### src/rtl/mcc_pkg.sv
package mcc_pkg;

    localparam int REG_W    = 32;
    localparam int NUM_CHK  = 26;
    localparam int LOG_BIT  = 26;
    localparam int RSVD_LO  = 27;

    typedef enum logic [1:0] {
        ST_RUN       = 2'd0,
        ST_LATE_WAIT = 2'd1,
        ST_FROZEN    = 2'd2
    } frz_state_e;

    typedef struct packed {
        logic early_hit;
        logic late_hit;
    } chk_class_t;

    typedef struct packed {
        logic check_btn;
        logic system_btn;
        logic diagnose;
        logic logout_end;
    } clr_src_t;

    function automatic logic any_clear(input clr_src_t c);
        return c.check_btn | c.system_btn | c.diagnose | c.logout_end;
    endfunction

    function automatic chk_class_t classify(
        input logic [NUM_CHK-1:0] err,
        input logic [NUM_CHK-1:0] late,
        input logic               clr
    );
        chk_class_t r;
        r.early_hit = 1'b0;
        r.late_hit  = 1'b0;
        for (int i = 0; i < NUM_CHK; i++) begin
            if (err[i] && !late[i]) r.early_hit = 1'b1;
            if (err[i] &&  late[i]) r.late_hit  = 1'b1;
        end
        if (clr) begin
            r.early_hit = 1'b0;
            r.late_hit  = 1'b0;
        end
        return r;
    endfunction

endpackage

### src/rtl/mcc_chk_reg.sv
module mcc_chk_reg
    import mcc_pkg::*;
(
    input  logic                 clk,
    input  logic                 rst,
    input  logic                 clr,
    input  logic [NUM_CHK-1:0]   err,
    input  logic                 log_req,
    output logic [REG_W-1:0]     bits
);

    for (genvar g = 0; g < REG_W; g++) begin : g_bit
        if (g < NUM_CHK) begin : g_err
            logic q;
            always_ff @(posedge clk) begin
                if (rst || clr)
                    q <= 1'b0;
                else if (err[g])
                    q <= 1'b1;
            end
            assign bits[g] = q;
        end else if (g == LOG_BIT) begin : g_log
            logic q;
            always_ff @(posedge clk) begin
                if (rst || clr)
                    q <= 1'b0;
                else if (log_req)
                    q <= 1'b1;
            end
            assign bits[g] = q;
        end else begin : g_rsvd
            assign bits[g] = 1'b0;
        end
    end

endmodule

### src/rtl/mcc_freeze_ctl.sv
module mcc_freeze_ctl
    import mcc_pkg::*;
(
    input  logic       clk,
    input  logic       rst,
    input  logic       clr,
    input  chk_class_t cls,
    output logic       clk_stop,
    output logic       reg_ingate
);

    frz_state_e st_q, st_d;

    always_comb begin
        st_d = st_q;
        if (clr) begin
            st_d = ST_RUN;
        end else begin
            unique case (st_q)
                ST_RUN: begin
                    if (cls.early_hit)
                        st_d = ST_FROZEN;
                    else if (cls.late_hit)
                        st_d = ST_LATE_WAIT;
                end
                ST_LATE_WAIT: st_d = ST_FROZEN;
                ST_FROZEN:    st_d = ST_FROZEN;
                default:      st_d = ST_RUN;
            endcase
        end
    end

    always_ff @(posedge clk) begin
        if (rst)
            st_q <= ST_RUN;
        else
            st_q <= st_d;
    end

    always_comb begin
        clk_stop   = (st_q != ST_RUN) || cls.early_hit;
        reg_ingate = !clk_stop;
    end

endmodule

### src/rtl/mcc_backup.sv
module mcc_backup #(
    parameter int AW = 12
) (
    input  logic          clk,
    input  logic          rst,
    input  logic          load_en,
    input  logic [AW-1:0] addr_in,
    output logic [AW-1:0] addr_bk
);

    always_ff @(posedge clk) begin
        if (rst)
            addr_bk <= '0;
        else if (load_en)
            addr_bk <= addr_in;
    end

endmodule

### src/rtl/mcc_irq_seq.sv
module mcc_irq_seq (
    input  logic clk,
    input  logic rst,
    input  logic logout_end,
    output logic irq
);

    logic armed_q;

    always_ff @(posedge clk) begin
        if (rst) begin
            armed_q <= 1'b0;
            irq     <= 1'b0;
        end else begin
            armed_q <= logout_end;
            irq     <= armed_q;
        end
    end

endmodule

### src/rtl/mchk_capture.sv
module mchk_capture
    import mcc_pkg::*;
#(
    parameter int CS_AW = 12
) (
    input  logic                 clk,
    input  logic                 rst,
    input  logic [NUM_CHK-1:0]   chk_err,
    input  logic [NUM_CHK-1:0]   chk_late,
    input  logic [CS_AW-1:0]     cs_addr,
    input  logic                 logout_key,
    input  logic                 chan_log_req,
    input  logic                 check_rst_pb,
    input  logic                 sys_rst_pb,
    input  logic                 diag_clr,
    input  logic                 logout_done,
    output logic [REG_W-1:0]     chk_reg,
    output logic                 clk_stop,
    output logic                 reg_ingate,
    output logic [CS_AW-1:0]     cs_addr_bkup,
    output logic                 mchk_irq
);

    clr_src_t   srcs;
    logic       clr;
    chk_class_t cls;

    always_comb begin
        srcs.check_btn  = check_rst_pb;
        srcs.system_btn = sys_rst_pb;
        srcs.diagnose   = diag_clr;
        srcs.logout_end = logout_done;
        clr             = any_clear(srcs);
        cls             = classify(chk_err, chk_late, clr);
    end

    mcc_chk_reg u_reg (
        .clk     (clk),
        .rst     (rst),
        .clr     (clr),
        .err     (chk_err),
        .log_req (logout_key | chan_log_req),
        .bits    (chk_reg)
    );

    mcc_freeze_ctl u_frz (
        .clk        (clk),
        .rst        (rst),
        .clr        (clr),
        .cls        (cls),
        .clk_stop   (clk_stop),
        .reg_ingate (reg_ingate)
    );

    mcc_backup #(.AW(CS_AW)) u_bk (
        .clk     (clk),
        .rst     (rst),
        .load_en (reg_ingate),
        .addr_in (cs_addr),
        .addr_bk (cs_addr_bkup)
    );

    mcc_irq_seq u_irq (
        .clk        (clk),
        .rst        (rst),
        .logout_end (logout_done),
        .irq        (mchk_irq)
    );

endmodule

### config.mk
export PLATFORM = sky130hd
export DESIGN_NAME = mchk_capture
export DESIGN_NICKNAME = d
export VERILOG_FILES = /design/src/rtl/mcc_pkg.sv /design/src/rtl/mcc_chk_reg.sv /design/src/rtl/mcc_freeze_ctl.sv /design/src/rtl/mcc_backup.sv /design/src/rtl/mcc_irq_seq.sv /design/src/rtl/mchk_capture.sv
export SDC_FILE = /design/constraint.sdc
export NUM_CORES = 1
export LEC_CHECK = 0
export CELL_PAD_IN_SITES_DETAIL_PLACEMENT = 1
export CELL_PAD_IN_SITES_GLOBAL_PLACEMENT = 1
export CORE_MARGIN = 5
export CORE_UTILIZATION = 40
export CTS_BUF_LIST = sky130_fd_sc_hd__clkbuf_4
export DETAILED_ROUTE_END_ITERATION = 16
export DONT_BUFFER_PORTS = 1
export PLACE_DENSITY = 0.73
export REMOVE_ABC_BUFFERS = 1
export SETUP_SLACK_MARGIN = 0.3
export SYNTH_ARGS = -nofsm -noshare
export SYNTH_HDL_FRONTEND = slang
export SYNTH_SLANG_ARGS = --single-unit
### constraint.sdc
create_clock -name clk -period 2.7 [get_ports clk]
set_clock_uncertainty 0.15 [all_clocks]
set_input_delay 0.135 -clock clk [delete_from_list [all_inputs] [get_ports clk]]
set_output_delay 0.135 -clock clk [all_outputs]
set_load 0.005 [all_outputs]
# --- Yosys cells after proc, flatten, opt, wreduce, memory -nomap -nowiden ---
# Cells that the tools add are included.
word_totals:
  register_bits: 43
  inputBits: 72
  output_inout_bits: 47
  elab_cells: 179
op_classes:
  eq_ne: 3
  mux: 56
  bitwise_logic: 4
  reduce_logical: 85
ops:
  columns: ["op", "n"]
  rows:
  - ["$logic_and 1x1->1", 52]
  - ["$mux 1", 52]
  - ["$logic_not 1->1", 27]
  - ["$mux 2", 3]
  - ["$or 1x1->1", 4]
  - ["$pmux 2 s2", 1]
  - ["$reduce_or 2->1", 2]
  - ["$ne 3x2->1 const B", 1]
  - ["$eq 2x1->1 const B", 1]
  - ["$eq 2x2->1 const B", 1]
  - ["$logic_not 2->1", 1]
  - ["$logic_or 1x1->1", 2]
  - ["$reduce_bool 2->1", 1]

# --- Logic depth before layout (Yosys ltp) ---
depth:
  depth_word: 32
  ltp_mapped: 7
  depth_no_buf: 6

# --- Hierarchy ---
# From an unflattened synthesis, not the netlist that was laid out.
hier_totals:
  cells_unflattened: 208
  hier_area_um2: 1988.2
modules_own_cells:
  columns: ["module", "n_inst", "cells_per_inst", "area_each_um2", "seq_area_each_um2"]
  rows:
  - ["mcc_chk_reg", 1, 90, 1021.0, 540.5]
  - ["mcc_backup", 1, 38, 420.4, 240.2]
  - ["mchk_capture", 1, 61, 357.8, 0.0]
  - ["mcc_freeze_ctl", 1, 15, 136.4, 40.0]
  - ["mcc_irq_seq", 1, 4, 52.6, 40.0]

# --- Least setup slack after synthesis ---
# No wires, ideal clock.
synth_timing:
  kind: "in2reg"
  start: "input port chk_err[16]"
  end: "register u_bk.addr_bk[0]"
  setup_time_ns: 0.128
  t_arrival_ns: 1.623
  t_required_ns: 2.422
  slack_ns: 0.800
  path_stages: 7
  path_buffers: 1
  cell_sequence: "nor2b_4 -> a2111oi_4 -> o2111ai_2 -> o31ai_4 -> buf_6 -> mux2i_1 -> nor2_1"
synth_between:
  elab_chain_len: 13
synth_rtl:
  columns: ["element", "line", "text"]
  rows:
  - ["start, declared", "mchk_capture.sv:8", "input logic [NUM_CHK-1:0] chk_err,"]
  - ["$logic_and 1x1->1", "mcc_pkg.sv:39", "if (err[i] && !late[i]) r.early_hit = 1'b1;"]
  - ["$mux 1 (10 in a row)", "mcc_pkg.sv:39", null]
  - ["$mux 2", "mcc_pkg.sv:42", "if (clr) begin"]
  - ["$logic_or 1x1->1", "mcc_freeze_ctl.sv:41", "clk_stop = (st_q != ST_RUN) || cls.early_hit;"]
  - ["end signal, assigned", "mcc_backup.sv:15", "addr_bk <= addr_in;"]
  - ["end, declared", "mcc_backup.sv:8", "output logic [AW-1:0] addr_bk"]
# No other way between the ends.
# A chain may end at the register's enable or synchronous reset.

# --- Worst setup path in the final report ---
layout_timing:
  start: "register u_frz.st_q[1]"
  end: "output port reg_ingate"
layout_between:
  elab_chain_len: 3
layout_rtl:
  columns: ["element", "line", "text"]
  rows:
  - ["start, declared", "mcc_freeze_ctl.sv:12", "frz_state_e st_q, st_d;"]
  - ["start signal, assigned", "mcc_freeze_ctl.sv:37", "st_q <= st_d;"]
  - ["$reduce_bool 2->1", "mcc_freeze_ctl.sv:41", null]
  - ["$logic_or 1x1->1", "mcc_freeze_ctl.sv:41", null]
  - ["$logic_not 1->1", "mcc_freeze_ctl.sv:42", "reg_ingate = !clk_stop;"]
  - ["end, declared", "mchk_capture.sv:19", "output logic reg_ingate,"]
# No other way between the ends.

==> flow_summary_export.csv <==
group,metric,value,unit
timing,tightest_slew,0.580,ns
logic_synthesis,yosys.area.top_type,"dfxtp_1",
detailed_routing,viasPerCell,5.22,
timing,grt_setup_unrepaired,"no",
run,maxCapViolCount,0,
setup_path,r2r_start,"u_frz.st_q[1]",
die,io-pin-count,119,
die,dieArea,0.00671,mm^2
logic_synthesis,synth_area_leaders,"dfxtp_1 42%, buf_4 12%, o21a_1 9.4%",
setup_path,crit_path_frequent_cell,"buf_4",
clock_tree,clk_latency,0.35,ns
die,die_w,81.9,um
hold_path,min_path_type,"input pin to register",
setup_path,arrival,1.84,ns
clock_tree,clock-sinks,43,
timing,period_share,78.8,%
pwr,power_frac_clock,27.3,%
die,core,0.00507,mm^2
die,rows,26,
cells_and_area,multi_input_comb_area,912,um^2
cells_and_area,fill_cells,579,
grt,grt_max_degree,17,
place,place.gp.congestion,0.783,
timing,fin_setup_tns,0,ns
logic_synthesis,synthTopCellsByCount,"43 x dfxtp_1, 32 x buf_4, 26 x o21a_1",
place,placed_cells,245,
place,dp_hpwl,4390,um
logic_synthesis,ys_seq_area_share,41.6,%
grt,grt_pass1_vias,1859,
clock_tree,cts_buffer_depth,2,
pwr,p_per_area,463,mW/mm^2
detailed_routing,routed-via-count,1549,
logic_synthesis,synth_top_area_share,41.6,%
logic_synthesis,synth_warnings,0,
setup_path,critPathLaunch,"u_frz.st_q[1]",
detailed_routing,route.detailed.drc,0,
clock_tree,htreeDepth,2,
setup_path,crit_path_start_kind,"register",
cells_and_area,antenna_cells,0,
cells_and_area,final_cell_count_no_fill,297,
detailed_routing,finalWirelength,6290,um
pwr,p_switching,0.000279,W
cells_and_area,fin_nets,300,
die,initial_utilization,40.8,%
logic_synthesis,synth_cell_types,36,
timing,relSlewSlack,61.2,%
logic_synthesis,async_reset_ff_share,0,%
logic_synthesis,yosys_register_bits,43,
logic_synthesis,avgSynthCellArea,10.1,um^2
pwr,leakagePower,1.03,nW
cells_and_area,drive_gt1_share,10.1,%
timing,hold-worst-slack,0.0470,ns
setup_path,r2r-end,"u_bk.addr_bk[10]",
setup_path,critPathCaptureType,"primary output",
clock_tree,cts_buffers,5,
setup_path,crit_fanout,13,
setup_path,reg2reg_depth,8,
detailed_routing,drt-initial-drc-count,45,
pwr,switching_share,24.8,%
logic_synthesis,synth_top_flop_cell,"dfxtp_1",
clock_tree,clk_pin_slew,0.11,ns
logic_synthesis,synth.most_common_cell,"dfxtp_1",
grt,antenna_found_initial,0,
pwr,combPwrFrac,13.5,%
grt,grt_first_pass_wirelength,9390,um
setup_path,cp_slowest_cell,"dfxtp_1",
setup_path,reg2reg_slack,0.62,ns
pwr,internal-power,0.000847,W
timing,period_minus_slack,2.13,ns
setup_path,critPathMaxStageDelay,0.36,ns
timing,max_freq,470,MHz
detailed_routing,wl_per_cell,21.2,um
cells_and_area,seqCellArea,861,um^2
pwr,ir_drop,0.247,mV
timing,slew_violations,0,
pwr,power_frac_seq,59.2,%
setup_path,worstPathCellList,"inv_1 -> ha_4 -> nand4_1 -> o31ai_4 -> buf_4 -> buf_4",
grt,gr-total-overflow,0,
detailed_routing,first_pass_iters,4,
setup_path,crit_end,"reg_ingate",
status,status,"completed",
logic_synthesis,mappedNetlistArea,0.00207,mm^2
place,port_buffers,0,
logic_synthesis,postSynthCellCount,205,
grt,grtUsageTotal,19.1,%
logic_synthesis,synth_edf_count,0,
detailed_routing,ant_nets,0,
cells_and_area,synthToLayoutAreaGrowth,17.5,%
timing,finalSetupViolCount,0,
clock_tree,cts-root-buf,"clkbuf_4",
clock_tree,cts_tree,"built",
setup_path,critPathKind,"register to primary output",
setup_path,crit_required,2.41,ns
die,die_h,81.9,um
timing,final_hold_viol_count,0,
-- power groups by stage --
stage | registers (W) | clock network (W) | logic [W]
CTS | 0.000666 | 0.000314 | 0.000148
global placement | 0.000679 | 0 | 0.0000907
global route | 0.000668 | 0.000338 | 0.000166
finish | 0.000666 | 0.000307 | 0.000152
detailed placement | 0.000680 | 0 | 0.0000947
floorplan | 0.000675 | 0 | 0.0000763
-- worst min-delay path by stage --
stage / startpoint / endpoint / slack [ns] / depth (start not counted)
6_report: chk_err[19] / u_frz.st_q[1] / 0.05 / 4
5_1_grt: chk_err[15] / u_frz.st_q[0] / 0.09 / 5
4_1_cts: chk_err[19] / u_frz.st_q[1] / 0.04 / 4
3_5_place_dp: rst / u_frz.st_q[0] / 0.06 / 1
3_3_place_gp: rst / u_frz.st_q[0] / 0.06 / 1
2_1_floorplan: rst / u_frz.st_q[0] / 0.05 / 1
-- logic make-up after synthesis --
kind of cell    Yosys count  share of synthesized area, %
buf+inv                  52                          15.7
fa+ha+maj                 2                          1.21
compound gates           54                          24.4
other cells               1                         0.181
simple gates             41                          11.0
flops                    43                          41.6
mux                      12                          5.81
-- sequential cells by signal (all words and copies together), names as in the netlist --
register	cells
u_bk.addr_bk	12
u_frz.st_q	2
u_irq.armed_q	1
u_irq.irq	1
u_reg.g_bit.g_err.q	26
u_reg.g_bit.g_log.q	1
-- critical path: cells and delay by family (launching register included) --
family	cells	cell delay [ns]
DFF	1	0.36
AOI/OAI and AO/OA	1	0.34
adders and majority gates	1	0.16
and+or+nand+nor	1	0.13
buffers and inverters	3	0.51
-- repair_timing --
item / CTS / global route
hold buffers: 43 / 1
endpoints found under the hold margin: 42 / 1
setup buffers: 0 / 1
gates resized for setup: 0 / 3
setup endpoints to repair: 0 / 1
-- final cells by class --
class                           count  area share (%)
Multi-Input combinational cell    114            37.5
Tap cell                           70            3.60
Timing Repair Buffer               47            18.9
Clock buffer                        6            1.85
Inverter                           15            2.32
Clock inverter                      2           0.309
Sequential cell                    43            35.4
-- stage by stage --
step | instance area [um^2] | util, % | setup slack [ns] | power, W
after floorplan | 1810 | - | 0.424 | 0.000751
after global placement | 1930 | 38.0 | 0.613 | 0.000770
after detailed placement | 1930 | 38.0 | 0.589 | 0.000775
after CTS | 2410 | 47.5 | 0.402 | 0.00113
after global routing | 2430 | 47.9 | 0.474 | 0.00117
final | 2430 | 47.9 | 0.572 | 0.00113
-- per-layer routing --
layer	up-vias	share of wire (%)	wire, um	track usage, %
li1	722	-	-	-
met1	739	33	2070	18.2
met2	70	57	3600	37.4
met3	18	7.2	452	5.37
met4	0	2.8	177	8.14
met5	-	0	0	0
-- cell usage in the layout (no fill, tap or decap), types with 4 or more instances in the layout --
cell | Yosys | layout
o21a_1 | 26 | 26
clkbuf_4 | 0 | 6
mux2i_1 | 12 | 12
a22oi_1 | 9 | 9
nor2_1 | 15 | 14
dfxtp_1 | 43 | 43
dlygate4sd3_1 | 0 | 43
inv_1 | 13 | 12
nor2b_1 | 12 | 12
conb_1 | 1 | 5
buf_4 | 32 | 4
(Power assumes the default switching activity.)
